$ cat config.mk
export PLATFORM = sky130hd
export DESIGN_NAME = udp_hdr_inserter
export DESIGN_NICKNAME = d
export VERILOG_FILES = /design/src/rtl/udp_hdr_pkg.sv /design/src/rtl/udp_ip_csum.sv /design/src/rtl/udp_hdr_fields.sv /design/src/rtl/udp_hdr_ctrl.sv /design/src/rtl/udp_hdr_inserter.sv
export SDC_FILE = /design/constraint.sdc
export NUM_CORES = 1
export LEC_CHECK = 0
export ABC_AREA = 1
export BUFFER_PORTS_ARGS = -buffer_cell sky130_fd_sc_hd__buf_4
export CAP_MARGIN = 20
export CORE_AREA = 8 8 447 449
export DETAILED_ROUTE_END_ITERATION = 8
export DIE_AREA = 0 0 455 457
export GPL_TIMING_DRIVEN = 0
export PLACE_DENSITY = 0.34
export SLEW_MARGIN = 20
export SYNTH_ARGS = -nofsm -noshare
export SYNTH_HDL_FRONTEND = slang
export SYNTH_SLANG_ARGS = --single-unit
$ cat constraint.sdc
create_clock -name clk -period 18.15 [get_ports clk]
set_input_delay 3.63 -clock clk [delete_from_list [all_inputs] [get_ports clk]]
set_output_delay 3.63 -clock clk [all_outputs]
set_load 0.01 [all_outputs]
$ cat src/rtl/udp_hdr_pkg.sv
package udp_hdr_pkg;

   localparam int LEN_W     = 16;
   localparam int HDR_BYTES = 50;
   localparam int HDR_BITS  = HDR_BYTES * 8;
   localparam int IP_WORDS  = 10;
   localparam int PRE_LEN   = 7;

   localparam logic [7:0]  PRE_BYTE      = 8'h55;
   localparam logic [7:0]  SFD_BYTE      = 8'hD5;
   localparam logic [15:0] ETYPE_IPV4    = 16'h0800;
   localparam logic [7:0]  IP_VER_IHL    = 8'h45;
   localparam logic [7:0]  IP_TOS        = 8'h00;
   localparam logic [7:0]  IP_PROTO_UDP  = 8'd17;
   localparam logic [15:0] IP_FLAGS_FRAG = 16'h4000;
   localparam logic [15:0] IP_HDR_LEN    = 16'd20;
   localparam logic [15:0] UDP_HDR_LEN   = 16'd8;

   typedef enum logic [1:0] {
      ST_IDLE = 2'd0,
      ST_HDR  = 2'd1,
      ST_PASS = 2'd2
   } ins_state_e;

   // fold a wide sum to 16 bits with end-around carry (two rounds suffice)
   function automatic logic [15:0] oc_fold(input logic [31:0] s);
      logic [31:0] t;
      t = {16'b0, s[31:16]} + {16'b0, s[15:0]};
      t = {16'b0, t[31:16]} + {16'b0, t[15:0]};
      return t[15:0];
   endfunction

endpackage

$ cat src/rtl/udp_ip_csum.sv
module udp_ip_csum
   import udp_hdr_pkg::*;
#(
   parameter int N_WORDS = IP_WORDS
)(
   input  logic [N_WORDS*16-1:0] words,
   output logic [15:0]           csum
);

   localparam int ACC_W = 32;

   generate
      if (N_WORDS < 1 || N_WORDS > 1024) begin : g_bad_words
         $error("udp_ip_csum: N_WORDS out of range");
      end
   endgenerate

   logic [ACC_W-1:0] acc [N_WORDS+1];

   assign acc[0] = '0;

   generate
      for (genvar g = 0; g < N_WORDS; g++) begin : g_sum
         assign acc[g+1] = acc[g] + {{(ACC_W-16){1'b0}}, words[(N_WORDS-1-g)*16 +: 16]};
      end
   endgenerate

   assign csum = ~oc_fold(acc[N_WORDS]);

endmodule

$ cat src/rtl/udp_hdr_fields.sv
module udp_hdr_fields
   import udp_hdr_pkg::*;
#(
   parameter logic [47:0] DST_MAC  = 48'h02_11_22_33_44_55,
   parameter logic [47:0] SRC_MAC  = 48'h02_AA_BB_CC_DD_EE,
   parameter logic [31:0] DST_IP   = 32'hC0A8_0002,
   parameter logic [31:0] SRC_IP   = 32'hC0A8_0001,
   parameter logic [15:0] DST_PORT = 16'd6000,
   parameter logic [15:0] SRC_PORT = 16'd5000,
   parameter logic [7:0]  TTL      = 8'd64
)(
   input  logic [LEN_W-1:0]       pay_bytes,
   input  logic [15:0]            ident,
   input  logic [15:0]            csum,
   output logic [HDR_BITS-1:0]    hdr,
   output logic [IP_WORDS*16-1:0] ip_words
);

   localparam int PRE_BITS = PRE_LEN * 8;

   logic [PRE_BITS-1:0] pre_bytes;
   logic [15:0]         ip_tot;
   logic [15:0]         udp_len;
   logic [159:0]        ip_part;
   logic [63:0]         udp_part;

   generate
      for (genvar g = 0; g < PRE_LEN; g++) begin : g_pre
         assign pre_bytes[g*8 +: 8] = PRE_BYTE;
      end
   endgenerate

   assign ip_tot  = pay_bytes + IP_HDR_LEN + UDP_HDR_LEN;
   assign udp_len = pay_bytes + UDP_HDR_LEN;

   // header words as summed: checksum slot forced to zero
   assign ip_words = {IP_VER_IHL, IP_TOS, ip_tot, ident, IP_FLAGS_FRAG,
                      TTL, IP_PROTO_UDP, 16'h0000, SRC_IP, DST_IP};

   assign ip_part  = {IP_VER_IHL, IP_TOS, ip_tot, ident, IP_FLAGS_FRAG,
                      TTL, IP_PROTO_UDP, csum, SRC_IP, DST_IP};

   assign udp_part = {SRC_PORT, DST_PORT, udp_len, 16'h0000};

   assign hdr = {pre_bytes, SFD_BYTE, DST_MAC, SRC_MAC, ETYPE_IPV4, ip_part, udp_part};

endmodule

$ cat src/rtl/udp_hdr_ctrl.sv
module udp_hdr_ctrl
   import udp_hdr_pkg::*;
(
   input  logic             clk,
   input  logic             rst_n,
   input  logic             in_valid,
   input  logic             in_last,
   input  logic             out_ready,
   input  logic [LEN_W-1:0] in_bytes,
   output ins_state_e       st,
   output logic             in_ready,
   output logic [LEN_W-1:0] cap_bytes,
   output logic [15:0]      cap_id
);

   logic [15:0] id_cnt;
   logic        start_pkt;

   assign start_pkt = (st == ST_IDLE) && in_valid;
   assign in_ready  = (st == ST_PASS) && out_ready;

   always_ff @(posedge clk or negedge rst_n) begin
      if (!rst_n) begin
         st        <= ST_IDLE;
         id_cnt    <= '0;
         cap_bytes <= '0;
         cap_id    <= '0;
      end else begin
         case (st)
            ST_IDLE: begin
               if (in_valid) begin
                  cap_bytes <= in_bytes;
                  cap_id    <= id_cnt;
                  id_cnt    <= id_cnt + 16'd1;
                  st        <= ST_HDR;
               end
            end
            ST_HDR: begin
               if (out_ready) st <= ST_PASS;
            end
            ST_PASS: begin
               if (in_valid && out_ready && in_last) st <= ST_IDLE;
            end
            default: st <= ST_IDLE;
         endcase
      end
   end

   assert_id_step_R3: assert property (@(posedge clk) disable iff (!rst_n)
      start_pkt |=> (id_cnt == $past(id_cnt) + 16'd1));

   assert_id_hold_R3: assert property (@(posedge clk) disable iff (!rst_n)
      !start_pkt |=> $stable(id_cnt));

   assert_cap_hold_R7: assert property (@(posedge clk) disable iff (!rst_n)
      (st != ST_IDLE) |=> ($stable(cap_bytes) && $stable(cap_id)));

endmodule

$ cat src/rtl/udp_hdr_inserter.sv
module udp_hdr_inserter
   import udp_hdr_pkg::*;
#(
   parameter int          DATA_W   = 512,
   parameter logic [47:0] DST_MAC  = 48'h02_11_22_33_44_55,
   parameter logic [47:0] SRC_MAC  = 48'h02_AA_BB_CC_DD_EE,
   parameter logic [31:0] DST_IP   = 32'hC0A8_0002,
   parameter logic [31:0] SRC_IP   = 32'hC0A8_0001,
   parameter logic [15:0] DST_PORT = 16'd6000,
   parameter logic [15:0] SRC_PORT = 16'd5000,
   parameter logic [7:0]  TTL      = 8'd64
)(
   input  logic                clk,
   input  logic                rst_n,
   input  logic                in_valid,
   output logic                in_ready,
   input  logic [DATA_W-1:0]   in_data,
   input  logic [DATA_W/8-1:0] in_keep,
   input  logic                in_last,
   input  logic [LEN_W-1:0]    in_bytes,
   output logic                out_valid,
   input  logic                out_ready,
   output logic [DATA_W-1:0]   out_data,
   output logic [DATA_W/8-1:0] out_keep,
   output logic                out_last
);

   localparam int KEEP_W    = DATA_W / 8;
   localparam int PAD_BITS  = DATA_W - HDR_BITS;
   localparam int PAD_BYTES = PAD_BITS / 8;
   localparam int IP_MSB    = DATA_W - 1 - 22 * 8;

   generate
      if ((DATA_W % 8) != 0 || DATA_W < HDR_BITS) begin : g_bad_width
         $error("udp_hdr_inserter: DATA_W must be a byte multiple of at least 400");
      end
   endgenerate

   ins_state_e               st;
   logic [LEN_W-1:0]         cap_bytes;
   logic [15:0]              cap_id;
   logic [15:0]              csum;
   logic [HDR_BITS-1:0]      hdr;
   logic [IP_WORDS*16-1:0]   ip_words;
   logic [DATA_W-1:0]        hdr_beat;
   logic [KEEP_W-1:0]        hdr_keep;
   logic                     hdr_phase;
   logic                     pass_phase;

   udp_hdr_ctrl u_ctrl (
      .clk       (clk),
      .rst_n     (rst_n),
      .in_valid  (in_valid),
      .in_last   (in_last),
      .out_ready (out_ready),
      .in_bytes  (in_bytes),
      .st        (st),
      .in_ready  (in_ready),
      .cap_bytes (cap_bytes),
      .cap_id    (cap_id)
   );

   udp_hdr_fields #(
      .DST_MAC  (DST_MAC),
      .SRC_MAC  (SRC_MAC),
      .DST_IP   (DST_IP),
      .SRC_IP   (SRC_IP),
      .DST_PORT (DST_PORT),
      .SRC_PORT (SRC_PORT),
      .TTL      (TTL)
   ) u_fields (
      .pay_bytes (cap_bytes),
      .ident     (cap_id),
      .csum      (csum),
      .hdr       (hdr),
      .ip_words  (ip_words)
   );

   udp_ip_csum #(
      .N_WORDS (IP_WORDS)
   ) u_csum (
      .words (ip_words),
      .csum  (csum)
   );

   generate
      if (PAD_BITS > 0) begin : g_pad
         assign hdr_beat = {hdr, {PAD_BITS{1'b0}}};
         assign hdr_keep = {{HDR_BYTES{1'b1}}, {PAD_BYTES{1'b0}}};
      end else begin : g_nopad
         assign hdr_beat = hdr;
         assign hdr_keep = '1;
      end
   endgenerate

   assign hdr_phase  = (st == ST_HDR);
   assign pass_phase = (st == ST_PASS);

   always_comb begin
      if (hdr_phase) begin
         out_valid = 1'b1;
         out_data  = hdr_beat;
         out_keep  = hdr_keep;
         out_last  = 1'b0;
      end else begin
         out_valid = pass_phase && in_valid;
         out_data  = in_data;
         out_keep  = in_keep;
         out_last  = in_last;
      end
   end

   // independent re-sum of the emitted IPv4 header, checksum included
   logic [31:0] vsum;
   always_comb begin
      vsum = '0;
      for (int i = 0; i < IP_WORDS; i++) begin
         vsum = vsum + {16'b0, out_data[IP_MSB - 16*i -: 16]};
      end
   end

   assert_csum_ok_R8: assert property (@(posedge clk) disable iff (!rst_n)
      hdr_phase |-> (oc_fold(vsum) == 16'hFFFF));

   assert_hdr_hold_R2: assert property (@(posedge clk) disable iff (!rst_n)
      (hdr_phase && !out_ready) |=> (out_valid && $stable(out_data) && $stable(out_keep)));

   assert_in_gated_R11: assert property (@(posedge clk) disable iff (!rst_n)
      (in_valid && in_ready) |-> (out_valid && out_ready));

   assert_end_idle_R12: assert property (@(posedge clk) disable iff (!rst_n)
      (out_valid && out_ready && out_last) |=> !out_valid);

endmodule

Word-level counts from Yosys, hierarchy flattened --
Cells that the tools add are included.
Storage, ports and cells: bits in registers 50, output and inout bits 579, logic and storage cells 39, bits of input ports 597
Cells by class: mux-type cells 8, equal/unequal tests 5, bitwise gates (word level) 1, reductions and logical operators 7, add/subtract/negate cells 14
Operator list (number):
- two-way mux 512 bit | 1
- adder 32 x 15 -> 32 bit, second input constant | 2
- adder 32 x 16 -> 32 bit, second input constant | 2
- two-way mux 64 bit | 1
- adder 16 x 4 -> 16 bit, second input constant | 2
- adder 32 x 1 -> 32 bit, second input constant | 1
- adder 32 x 16 -> 32 bit | 1
- adder 32 x 2 -> 32 bit, second input constant | 1
- adder 15 x 16 -> 17 bit, first input constant | 1
- adder 16 x 16 -> 17 bit | 1
- adder 16 x 1 -> 16 bit, second input constant | 1
- adder 16 bit | 1
- adder 16 x 5 -> 16 bit, second input constant | 1
- inverter 16 bit | 1
- two-way mux 2 bit | 3
- case mux 2 bit (3 select lines) | 1
- logical AND 1 bit | 4
- inequality test 2 bit, second input constant | 2
- AND reduction 3 bit | 1
- equality test 2 x 1 -> 1 bit, second input constant | 1
- equality test 2 bit, second input constant | 1
- zero test 2 bit | 1
- two-way mux 1 bit | 2
- inequality test 2 x 1 -> 1 bit, second input constant | 1
- AND reduction 2 bit | 1

Depth between registers and ports, before layout --
Gate-level depths: netlist of run 1.
word-level depth 14, mapped depth 52, mapped depth without buffers 52

Cells and area by module --
A second synthesis of run 1 with hierarchy kept.
Unflattened totals: cells, all modules 3259, area, all modules 19059.5 sq um
By module, submodules not included:
- udp_hdr_inserter | area each 7155.6 sq um, cells an instance 1711, seq. area each 0.0 sq um, instances 1
- udp_ip_csum | area each 5166.2 sq um, cells an instance 663, seq. area each 0.0 sq um, instances 1
- udp_hdr_fields | area each 4600.7 sq um, cells an instance 640, seq. area each 0.0 sq um, instances 1
- udp_hdr_ctrl | area each 2137.0 sq um, cells an instance 245, seq. area each 1251.2 sq um, instances 1

Worst setup path after synthesis of run 1 --
OpenSTA, ideal clock, no wires.
path kind flip-flop to output port, start point register u_ctrl.cap_bytes[4], end point output out_data[252], path buffers 0, setup slack 8447 ps, arrival 6073 ps, stages on the path, launching flop included 49, required time 14520 ps, path through dfrtp_1 > inv_1 > ha_1 > nand2_1 > nand2_1 > nand4_1 > nor2_1 > xor2_1 > ha_1 > inv_1 > nand2_1 > nand3_1 > nand2_1 > inv_1 > ha_1 > ha_1 > a21o_1 > a31oi_1 > (+13 left out) > nand3_4 > nor2_8 > nand3_2 > nor2_1 > nand3_1 > nor2_1 > ha_1 > ha_1 > nand2_1 > nor2_1 > nand3_1 > nor2_2 > nand2_2 > nor2_4 > nand2_2 > nor3_4 > a21oi_1 > a21oi_1
On the way: longest elaborated chain between the ends 14
Ends and longest elaborated chain:
- from (decl) | RTL line udp_hdr_ctrl.sv:12 | output logic [LEN_W-1:0] cap_bytes,
- from (signal assigned) | RTL line udp_hdr_ctrl.sv:32 | cap_bytes <= in_bytes;
- adder 16 x 5 -> 16 bit | RTL line udp_hdr_fields.sv:33 | assign ip_tot = pay_bytes + IP_HDR_LEN + UDP_HDR_LEN;
- adder 16 x 4 -> 16 bit | RTL line udp_hdr_fields.sv:33
- adder 15 x 16 -> 17 bit | RTL line udp_ip_csum.sv:24 | assign acc[g+1] = acc[g] + {{(ACC_W-16){1'b0}}, words[(N_WORDS-1-g)*16 +: 16]};
- adder 32 x 16 -> 32 bit | RTL line udp_ip_csum.sv:24
- adder 32 x 15 -> 32 bit (2 in a row) | RTL line udp_ip_csum.sv:24
- adder 32 x 16 -> 32 bit | RTL line udp_ip_csum.sv:24
- adder 32 x 1 -> 32 bit | RTL line udp_ip_csum.sv:24
- adder 32 x 16 -> 32 bit | RTL line udp_ip_csum.sv:24
- adder 32 x 2 -> 32 bit | RTL line udp_ip_csum.sv:24
- adder 16 x 16 -> 17 bit | RTL line udp_hdr_pkg.sv:28 | t = {16'b0, s[31:16]} + {16'b0, s[15:0]};
- adder 16 bit | RTL line udp_hdr_pkg.sv:29 | t = {16'b0, t[31:16]} + {16'b0, t[15:0]};
- inverter 16 bit | RTL line udp_ip_csum.sv:28 | assign csum = ~oc_fold(acc[N_WORDS]);
- two-way mux 512 bit | RTL line udp_hdr_inserter.sv:100 | if (hdr_phase) begin
- to (decl) | RTL line udp_hdr_inserter.sv:23 | output logic [DATA_W-1:0] out_data,
Every way passes these cells.

Worst setup path after layout of run 1 --
start point register u_ctrl.cap_bytes[3], end point output out_data[251]
The elaborated chain is that of the path after synthesis.

==> results of run 1 <==
synthesized netlist by cell type, types with 5 or more instances:
| master | instances |
|---|---|
| inv_1 | 461 |
| nor2_1 | 408 |
| nand2_1 | 289 |
| or2_2 | 159 |
| clkbuf_1 | 75 |
| o21ai_0 | 61 |
| nand3_1 | 51 |
| dfrtp_1 | 50 |
| ha_1 | 43 |
| xor2_1 | 39 |
| nand2_2 | 20 |
| a21oi_1 | 15 |
| inv_2 | 10 |
| nand3_2 | 10 |
| nand4_1 | 10 |
| nor2_2 | 10 |
| a31oi_1 | 9 |
| nor3_1 | 7 |
| xnor2_1 | 7 |
| nor2_4 | 5 |
state kept, by name, indices dropped and copies added, names as in the netlist:
signal            flops
u_ctrl.cap_id        16
u_ctrl.id_cnt        16
u_ctrl.cap_bytes     16
u_ctrl.st             2
metrics by stage:
stage	cells	total power, mW
6_report	5500	4.03
5_1_grt	5495	4.40
4_1_cts	5490	4.14
3_5_place_dp	5482	4.01
3_3_place_gp	5480	4.01
2_1_floorplan	1763	1.96
metal layers:
layer / wire length [um] / GRT usage (%) / up-vias
met3: 20000 / 7.53 / 267
met4: 3040 / 1.61 / 22
met1: 67800 / 17.9 / 7478
met2: 84900 / 28.1 / 895
li1: - / - / 7387
met5: 150 / 0 / -
cell type report:
cell class                      instances  area (sq um)  area share [%]
Timing Repair Buffer                 1177          8850            41.3
Multi-Input combinational cell       1162          5890            27.5
Tap cell                             2542          3180            14.8
Inverter                              472          1770            8.26
Sequential cell                        50          1250            5.83
Buffer                                 79           305            1.42
Clock buffer                            5           125           0.583
Clock inverter                          3          47.5           0.222
Antenna cell                           10          25.0           0.117
power groups by stage:
stage | Clock [mW] | Combinational, mW | Sequential [mW]
after floorplan | 0 | 1.78 | 0.180
after global placement | 0 | 3.81 | 0.199
after detailed placement | 0 | 3.81 | 0.199
after CTS | 0.117 | 3.83 | 0.197
after global routing | 0.120 | 4.08 | 0.201
final | 0.113 | 3.72 | 0.196
final timing paths:
| check | endpoint | slack [ns] | from | cells past startpoint |
|---|---|---|---|---|
| max | out_data[251] | 5.56 | u_ctrl.cap_bytes[3] | 45 |
| min | u_ctrl.id_cnt[15] | 0.48 | u_ctrl.id_cnt[15] | 1 |
| max reg2reg | u_ctrl.id_cnt[14] | 15.97 | u_ctrl.st[1] | 9 |
| min reg2reg | u_ctrl.id_cnt[15] | 0.48 | u_ctrl.id_cnt[15] | 1 |
| max in group asynchronous | u_ctrl.cap_bytes[10] | 14.28 | rst_n | 1 |
| min in group asynchronous | u_ctrl.id_cnt[15] | 3.38 | rst_n | 1 |
cells by family (layout without fill, tap and decap cells):
logic type               count (synthesis)  in the layout  share of synthesized area, %
XOR/XNOR                                46             46                          4.37
AND/OR/NAND/NOR                        980            980                          48.1
AO/OA/AOI/OAI                           91             91                          5.16
adder cells (fa/ha/maj)                 45             45                          6.27
buffers and inverters                  551           1736                          22.5
other                                    0             10                             0
flip-flops                              50             50                          13.6
worst max-delay path: cells and delay by family, from the launching register on:
family                     cells  cell delay (ns)
AOI/OAI and AO/OA              4             0.85
xor gates and xnor gates       3             1.53
adders and majority gates      6             1.86
buffers and inverters          8             0.84
DFF                            1             0.51
and+or+nand+nor               24             3.03
==> metrics.yaml, run 1 <==
yosysTopAreaCellShare_pct: 18.8
worstSetupStartpointType: "register"
cp.arrival_ns: 8.96
hpwl_um: 167000
hold_path.class: "reg2reg"
numCtsBuffers: 5
postCtsSetupBuffers: 0
hold_slack_ns: 0.481
place_area_sq_um: 21200
first_pass_iters: 5
remaining_drc_errors: 0
pre_cts_ws_ns: 5.56
grt_use_total_pct: 15.9
drtIter0Drc: 899
crit_required_ns: 14.52
status: "completed"
cellLeakagePower_nw: 11.9
finalCritPeriodShare_pct: 69.4
maxSlewViolCount: 0
yosysTopAreaCell: "inv_1"
cts_tree: "done"
htree_levels: 2
clockRootBuffer: "clkbuf_16"
drive_above_1_share_pct: 47.9
detail_route.vias_per_cell: 2.92
synth_nets: 2405
tightest_slew_ns: 1.10
die-area_sq_um: 208000
grt.overflow.total: 0
fillCellCount: 22900
stdcell_area_sq_um: 21400
synth.area.top_cells: "inv_1 (19%), nor2_1 (17%), dfrtp_1 (14%)"
postSynthCellCount: 1763
max-cap-violations: 0
wirelength_um: 176000
fin_ws_ns: 5.56
nNetsFinal: 3589
power.clock.fraction_pct: 2.8
pwr_density_cell_nw_per_um2: 188
syn_area_per_cell_sq_um: 5.23
grt_pass1_vias: 16050
globalplace.congestion: 0.940
ant_nets: 0
grt_pass1_wl_um: 210000
p_sw_share_pct: 64.8
fin_worst_skew_ns: 0.00849
rows: 162
cts-resized-gates: 0
setup_violations: 0
drt-wirelength-per-cell_um: 32.0
timing.final.crit_period_ns: 12.59
ys_seq_elements: 50
cts_hold_buf: 0
clock.fmax_ghz: 0.0794
cp_slowest_cell: "xor2_1"
syn-cell-area_sq_um: 9220
layout_common_cells: "buf_4 (1176), inv_1 (461), nor2_1 (407), nand2_1 (289), or2_2 (159)"
final_common_cell: "buf_4"
hold_violations: 0
crit_path_end_kind: "output pin"
antenna_found_initial: 130
p_switching_mw: 2.61
slew_headroom_pct: 26.4
clkSinkCount: 50
p_int_mw: 1.42
area_growth_pct: 133
ys_types: 39
clkLatencyLatePin_ns: 0.30
final_util_pct: 11.1
synth-edff-count: 0
seq_power_share_pct: 4.9
ys_warn_count: 0
critPathMaxFanout: 5
die_height_um: 457
ctsLongestPathBuffers: 2
core_sq_um: 193000
die_x_um: 455
grt_start_max_net_pins: 51
critPathMaxStageDelay_ns: 0.62
io_buffer_count: 1175
async_flop_share_pct: 100
finalSetupTns_ns: 0
critPathKind: "reg2out"
initial_core_util_pct: 4.77
vdd_ir_drop_max_uv: 75.2
io_pins: 1176
yosysSeqAreaShare_pct: 13.6
via_count: 16049
path_clk_slew_ns: 0.08
rsz0062_at_grt: "no"
synth_ff_type: "dfrtp_1"
power_frac_comb_pct: 92.3
Power figures use the tool's default switching activity.
==> run 2: changes to the inputs <==
--- a/config.mk
+++ b/config.mk
@@ -5,14 +5,14 @@
 export SDC_FILE = /design/constraint.sdc
 export NUM_CORES = 1
 export LEC_CHECK = 0
-export ABC_AREA = 1
+export ABC_AREA = 0
 export BUFFER_PORTS_ARGS = -buffer_cell sky130_fd_sc_hd__buf_4
 export CAP_MARGIN = 20
-export CORE_AREA = 8 8 447 449
+export CORE_AREA = 8 8 451 453
 export DETAILED_ROUTE_END_ITERATION = 8
-export DIE_AREA = 0 0 455 457
+export DIE_AREA = 0 0 459 461
 export GPL_TIMING_DRIVEN = 0
-export PLACE_DENSITY = 0.34
+export PLACE_DENSITY = 0.33
 export SLEW_MARGIN = 20
 export SYNTH_ARGS = -nofsm -noshare
 export SYNTH_HDL_FRONTEND = slang
==> constraint.sdc (replaced) <==
create_clock -name clk -period 12.4 [get_ports clk]
set_input_delay 2.48 -clock clk [delete_from_list [all_inputs] [get_ports clk]]
set_output_delay 2.48 -clock clk [all_outputs]
set_load 0.01 [all_outputs]
==> run 2 against run 1 <==
  * Utilization decreased by 0.49 points
  * Global-route usage increased by 1.9 points
  * Clock skew increased by 0.0031 ns
  * Register-to-register slack got worse by 6.4 ns
  * Die area increased by 1.8%
  * Non-clock buffer count increased by 5
  * Critical path depth decreased by 10
  * Combinational power increased by 45%
  * Largest power group unchanged
  * Synthesized cell count decreased by 32%
==> metrics.yaml, run 2 <==
status: "completed"
detail_route.vias_per_cell: 2.90  # -0.52%
final_common_cell: "buf_4"
yosysSeqAreaShare_pct: 14.9  # +1.4 points
crit_required_ns: 9.92  # -4.60 ns
finalSetupTns_ns: 0  # unchanged
fin_ws_ns: 0.869  # -4.69 ns
yosysTopAreaCellShare_pct: 26.8  # +8.1 points
timing.final.crit_period_ns: 11.53
vdd_ir_drop_max_uv: 177  # +130%
crit_path_frequent_cell: "ha_1"
place_area_sq_um: 20600  # -3.2%
rsz0062_at_grt: "no"
first_pass_iters: 5  # unchanged
final_util_pct: 10.6  # -0.49 points
drive_above_1_share_pct: 51.8  # +3.9 points
syn-cell-area_sq_um: 8370  # -9.2%
setup_violations: 0  # unchanged
area_growth_pct: 149
drtIter0Drc: 923  # +2.7%
slew_headroom_pct: 19.3  # -7.1 points
htree_levels: 2  # unchanged
maxSlewViolCount: 0  # unchanged
cp.arrival_ns: 9.05  # +0.09 ns
ys_warn_count: 0  # unchanged
clkLatencyLatePin_ns: 0.30  # about the same
yosysMostFrequentCell: "and2_1"
top_regs: "u_ctrl.cap_bytes: 16 flops, u_ctrl.cap_id: 16 flops, u_ctrl.id_cnt: 16 flops"
hold_violations: 0  # unchanged
grt_pass1_wl_um: 231000  # +10%
tightest_slew_ns: 1.20  # +0.0942 ns
synth_ff_type: "dfrtp_1"
cellLeakagePower_nw: 9.61  # -19%
yosysTopAreaCell: "and2_1"
path_clk_slew_ns: 0.07  # about the same
cts_tree: "done"
antenna_found_initial: 226  # +74%
drt-wirelength-per-cell_um: 39.8  # +24%
grt_start_max_net_pins: 51  # unchanged
globalplace.congestion: 0.977  # +3.9%
cts_hold_buf: 0  # unchanged
rows: 163  # +0.62%
hpwl_um: 194000  # +16%
pwr_density_cell_nw_per_um2: 278  # +48%
numCtsBuffers: 5  # unchanged
via_count: 14700  # -8.4%
io_buffer_count: 1175  # unchanged
critPathKind: "reg2out"
critPathMaxFanout: 5  # unchanged
nNetsFinal: 3022  # -16%
crit_path_end_kind: "output pin"
grt.overflow.total: 0  # unchanged
die_height_um: 461  # +0.88%
clkSinkCount: 50  # unchanged
initial_core_util_pct: 4.27  # -0.50 points
postSynthCellCount: 1195  # -32%
async_flop_share_pct: 100  # unchanged
critPathMaxStageDelay_ns: 0.44  # -0.18 ns
hold_path.class: "reg2reg"
layout_common_cells: "buf_4 (1175), and2_1 (359), nand2b_1 (162), nand2_1 (140), clkbuf_1 (71)"
remaining_drc_errors: 0  # unchanged
ys_types: 61  # +56%
finalCritPeriodShare_pct: 93.0
ys_seq_elements: 50  # unchanged
pre_cts_ws_ns: 1.28  # -4.29 ns
syn_area_per_cell_sq_um: 7.00  # +34%
postCtsSetupBuffers: 0  # unchanged
cp_slowest_cell: "xnor2_1"
die_x_um: 459  # +0.88%
grt_pass1_vias: 14457  # -9.9%
synth-edff-count: 0  # unchanged
clock.fmax_ghz: 0.0867
io_pins: 1176  # unchanged
core_sq_um: 196000  # +1.6%
stdcell_area_sq_um: 20800  # -2.9%
wirelength_um: 201000  # +15%
synth.area.top_cells: "and2_1 (27%), dfrtp_1 (15%), nand2b_1 (12%)"
ant_nets: 0  # unchanged
die-area_sq_um: 212000  # +1.8%
grt_use_total_pct: 17.8  # +1.9 points
ctsLongestPathBuffers: 2  # unchanged
synthTopCellsByCount: "and2_1 (359), nand2b_1 (162), nand2_1 (140)"
worstSetupStartpointType: "register"
cts-resized-gates: 0  # unchanged
synth_nets: 1837  # -24%
clockRootBuffer: "clkbuf_16"
max-cap-violations: 0  # unchanged
finalPower_mw: 5.80  # +44%
fin_worst_skew_ns: 0.0115  # +0.00305 ns
[run 2: changes by cell type in the layout (fill, tap and decap cells not counted), sizes merged, moves of 43 or more]
cell    before  now
inv        472   34
nor2       424   29
or2        159    2
nand2      310  141
and2         1  359
nand2b       0  162
nand3       62   19
[run 2: area by class of cell]
cell class | count | area, sq um
clock inverters | 3 | 28.8
multi-input cells | 1030 | 6680
plain buffers | 83 | 320
well taps | 2640 | 3300
inverters | 32 | 120
clock buffers | 5 | 125
flip-flops and latches | 50 | 1250
repair buffers | 1178 | 8890
diodes | 43 | 108
fillers | 23052 | 175000
[run 2: metrics by stage]
stage,hold slack (ns),instances
2_1_floorplan,0.440,1195
3_3_place_gp,0.461,5010
3_5_place_dp,0.480,5013
4_1_cts,0.494,5021
5_1_grt,0.512,5031
6_report,0.480,5064
[run 2: where the power goes]
part | switching, mW | internal (mW) | leakage [nW]
sequential | 0.0617 | 0.210 | 0.643
clock | 0.0736 | 0.0777 | 0.0766
combinational | 3.50 | 1.88 | 8.89
total | 3.63 | 2.17 | 9.61
[run 2: critical path: cells and delay by family, from the launching register on]
family,cells,cell delay (ns)
buf+inv,5,0.66
fa+ha+maj,8,2.22
xor+xnor,3,1.08
simple gates,8,1.69
compound gates,11,2.67
flops,1,0.43
[run 2: kinds of logic after synthesis]
kind of cell / count (synthesis) / synth area share [%]
buffers and inverters: 115 / 5.20
DFF: 50 / 14.9
xor gates and xnor gates: 71 / 7.68
muxes: 27 / 3.62
and+or+nand+nor: 760 / 51.9
adders and majority gates: 45 / 6.91
AOI/OAI and AO/OA: 127 / 9.76
[run 2: worst paths after layout]
kind	to	slack (ns)	start	cells past startpoint
setup / recovery	out_data[252]	0.87	u_ctrl.cap_bytes[4]	35
hold / removal	u_ctrl.id_cnt[15]	0.48	u_ctrl.id_cnt[15]	1
setup reg to reg	u_ctrl.st[0]	9.54	u_ctrl.st[0]	6
hold reg to reg	u_ctrl.id_cnt[15]	0.48	u_ctrl.id_cnt[15]	1
max in group asynchronous	u_ctrl.cap_bytes[2]	9.68	rst_n	1
min in group asynchronous	u_ctrl.id_cnt[3]	2.23	rst_n	1
[run 2: layer usage]
| metal | wire [um] | track usage, % | vias to the layer above |
|---|---|---|---|
| li1 | - | - | 6241 |
| met1 | 74200 | 19.5 | 6802 |
| met2 | 93400 | 29.9 | 1224 |
| met3 | 28600 | 10.9 | 381 |
| met4 | 4910 | 3.26 | 52 |
| met5 | 357 | 0 | - |
==> run 3: changes to the inputs <==
--- a/config.mk
+++ b/config.mk
@@ -11,7 +11,7 @@
 export CORE_AREA = 8 8 451 453
 export DETAILED_ROUTE_END_ITERATION = 8
 export DIE_AREA = 0 0 459 461
-export GPL_TIMING_DRIVEN = 0
+export GPL_TIMING_DRIVEN = 1
 export PLACE_DENSITY = 0.33
 export SLEW_MARGIN = 20
 export SYNTH_ARGS = -nofsm -noshare
==> run 3 against run 2 <==
  * First-iteration DRC count fell by 32%
  * Sequential power rose by 7.7%
  * Final cell count fell by 2.0%
  * Sequential cell count did not move
  * Final area fell by 1.6%
  * Global-route usage barely moved
  * Register-to-register slack improved by 0.56 ns
  * Via count fell by 4.4%
  * Clock power barely moved
  * Critical path depth did not move
==> metrics.yaml, run 3 (same netlist as run 2, synthesis figures left out) <==
status: "completed"
clkSinkCount: 50  # unchanged
via_count: 14050  # -4.4%
fillCellCount: 23065  # +0.056%
cp.arrival_ns: 8.50  # -0.55 ns
clockRootBuffer: "clkbuf_16"
fin_worst_skew_ns: 0.00787  # -0.00368 ns
die_height_um: 461  # unchanged
max-cap-violations: 0  # unchanged
crit_path_frequent_cell: "ha_1"
worstSetupStartpointType: "register"
rsz0062_at_grt: "no"
antenna_found_initial: 209  # -7.5%
first_pass_iters: 5  # unchanged
layout_common_cells: "buf_4 (1183), and2_1 (359), nand2b_1 (161), nand2_1 (140), o21ai_0 (53)"
path_clk_slew_ns: 0.08  # about the same
clkLatencyLatePin_ns: 0.31  # about the same
io_pins: 1176  # unchanged
grt_start_max_net_pins: 203  # +300%
rows: 163  # unchanged
placedCellCount: 4936  # -1.5%
drive_above_1_share_pct: 53.6  # +1.9 points
vdd_ir_drop_max_uv: 202  # +15%
multi_input_area_sq_um: 6710  # +0.41%
critPathMaxFanout: 5  # unchanged
cts_hold_buf: 0  # unchanged
pwr_density_cell_nw_per_um2: 301  # +8.1%
die_x_um: 459  # unchanged
final-seq-area_sq_um: 1250  # unchanged
critPathKind: "reg2out"
grt_use_total_pct: 17.8  # -0.042 points
postCtsSetupBuffers: 0  # unchanged
nNetsFinal: 2945  # -2.5%
tightest_slew_ns: 1.26  # +0.0591 ns
maxSlewViolCount: 0  # unchanged
finalSetupTns_ns: 0  # unchanged
stdcell_area_sq_um: 20500  # -1.6%
ant_nets: 0  # unchanged
ctsLongestPathBuffers: 2  # unchanged
finalCritPeriodShare_pct: 88.5  # -4.5 points
final_common_cell: "buf_4"
cts_tree: "done"
hold_path.class: "reg2reg"
top_regs: "u_ctrl.cap_bytes: 16 flops, u_ctrl.cap_id: 16 flops, u_ctrl.id_cnt: 16 flops"
clock.fmax_ghz: 0.0911  # +5.1%
final_util_pct: 10.4  # -0.17 points
initial_core_util_pct: 4.27  # unchanged
crit_required_ns: 9.92  # about the same
grt_pass1_wl_um: 230000  # -0.53%
critPathMaxStageDelay_ns: 0.49  # +0.05 ns
hpwl_um: 191000  # -1.8%
grt.overflow.total: 0  # unchanged
core_sq_um: 196000  # unchanged
wirelength_um: 200000  # -0.70%
timing.final.crit_period_ns: 10.98  # -0.555 ns
numCtsBuffers: 5  # unchanged
remaining_drc_errors: 0  # unchanged
fin_cells: 4963  # -2.0%
grt_pass1_vias: 14259  # -1.4%
io_buffer_count: 1175  # unchanged
detail_route.vias_per_cell: 2.83  # -2.5%
area_growth_pct: 145
cellLeakagePower_nw: 9.52  # -0.97%
globalplace.congestion: 0.923  # -5.5%
crit_path_end_kind: "output pin"
hold_violations: 0  # unchanged
htree_levels: 2  # unchanged
setup_violations: 0  # unchanged
slew_headroom_pct: 15.6  # -3.7 points
drt-wirelength-per-cell_um: 40.3  # +1.3%
die-area_sq_um: 212000  # unchanged
drtIter0Drc: 628  # -32%
place_area_sq_um: 20300  # -1.4%
cp_slowest_cell: "a21oi_1"
cts-resized-gates: 0  # unchanged
==> run 3: cell types whose count changed in the layout (fill, tap and decap cells not counted), moves of 2 or more <==
cell      change
buf_16        -2
buf_2         -3
clkbuf_1     -71
clkbuf_2      -4
buf_1         -5
diode_2      -24
buf_4         +8
==> run 3: through the flow <==
step                      power (mW)  hold slack, ns  worst slack (ns)
final                           6.17           0.491              1.42
after global routing            6.59           0.505             0.583
after CTS                       6.22           0.485              1.53
after detailed placement        6.04           0.475              1.89
after global placement          6.07           0.466              1.99
after floorplan                 2.61           0.440              3.33
==> run 3: cell type report <==
cell class / instances / area share (%)
Antenna cell: 19 / 0.232
Clock buffer: 5 / 0.611
Clock inverter: 3 / 0.140
Inverter: 32 / 0.586
Multi-Input combinational cell: 1030 / 32.8
Sequential cell: 50 / 6.11
Tap cell: 2640 / 16.1
Timing Repair Buffer: 1184 / 43.4
==> run 3: worst max-delay path: cells and delay by family, from the launching register on <==
| kind | cells | cell delay [ns] |
|---|---|---|
| DFF | 1 | 0.43 |
| AOI/OAI and AO/OA | 11 | 2.83 |
| adders and majority gates | 8 | 2.14 |
| buffers and inverters | 5 | 0.60 |
| xor gates and xnor gates | 3 | 0.57 |
| and+or+nand+nor | 8 | 1.58 |
==> run 3: metal layers <==
layer / GRT usage, % / vias to the layer above / share of wire, %
li1: - / 6058 / -
met1: 18.8 / 6477 / 36
met2: 30.1 / 1063 / 46
met3: 13.1 / 392 / 16
met4: 1.06 / 60 / 1.4
met5: 0 / - / 0.20
==> run 3: where the power goes <==
group / switching [mW] / internal [mW]
registers: 0.0825 / 0.210
clock network: 0.0752 / 0.0777
logic: 3.86 / 1.86
total: 4.02 / 2.14
==> run 3: worst paths after layout <==
path                                      from              endpoint  slack [ns]  cells past startpoint
max                        u_ctrl.cap_bytes[4]         out_data[252]        1.42                     35
min                          u_ctrl.id_cnt[13]     u_ctrl.id_cnt[13]        0.49                      1
max reg2reg                       u_ctrl.st[0]     u_ctrl.id_cnt[11]       10.10                      7
min reg2reg                  u_ctrl.id_cnt[13]     u_ctrl.id_cnt[13]        0.49                      1
max in group asynchronous                rst_n  u_ctrl.cap_bytes[15]        9.70                      1
min in group asynchronous                rst_n   u_ctrl.cap_bytes[1]        2.22                      1
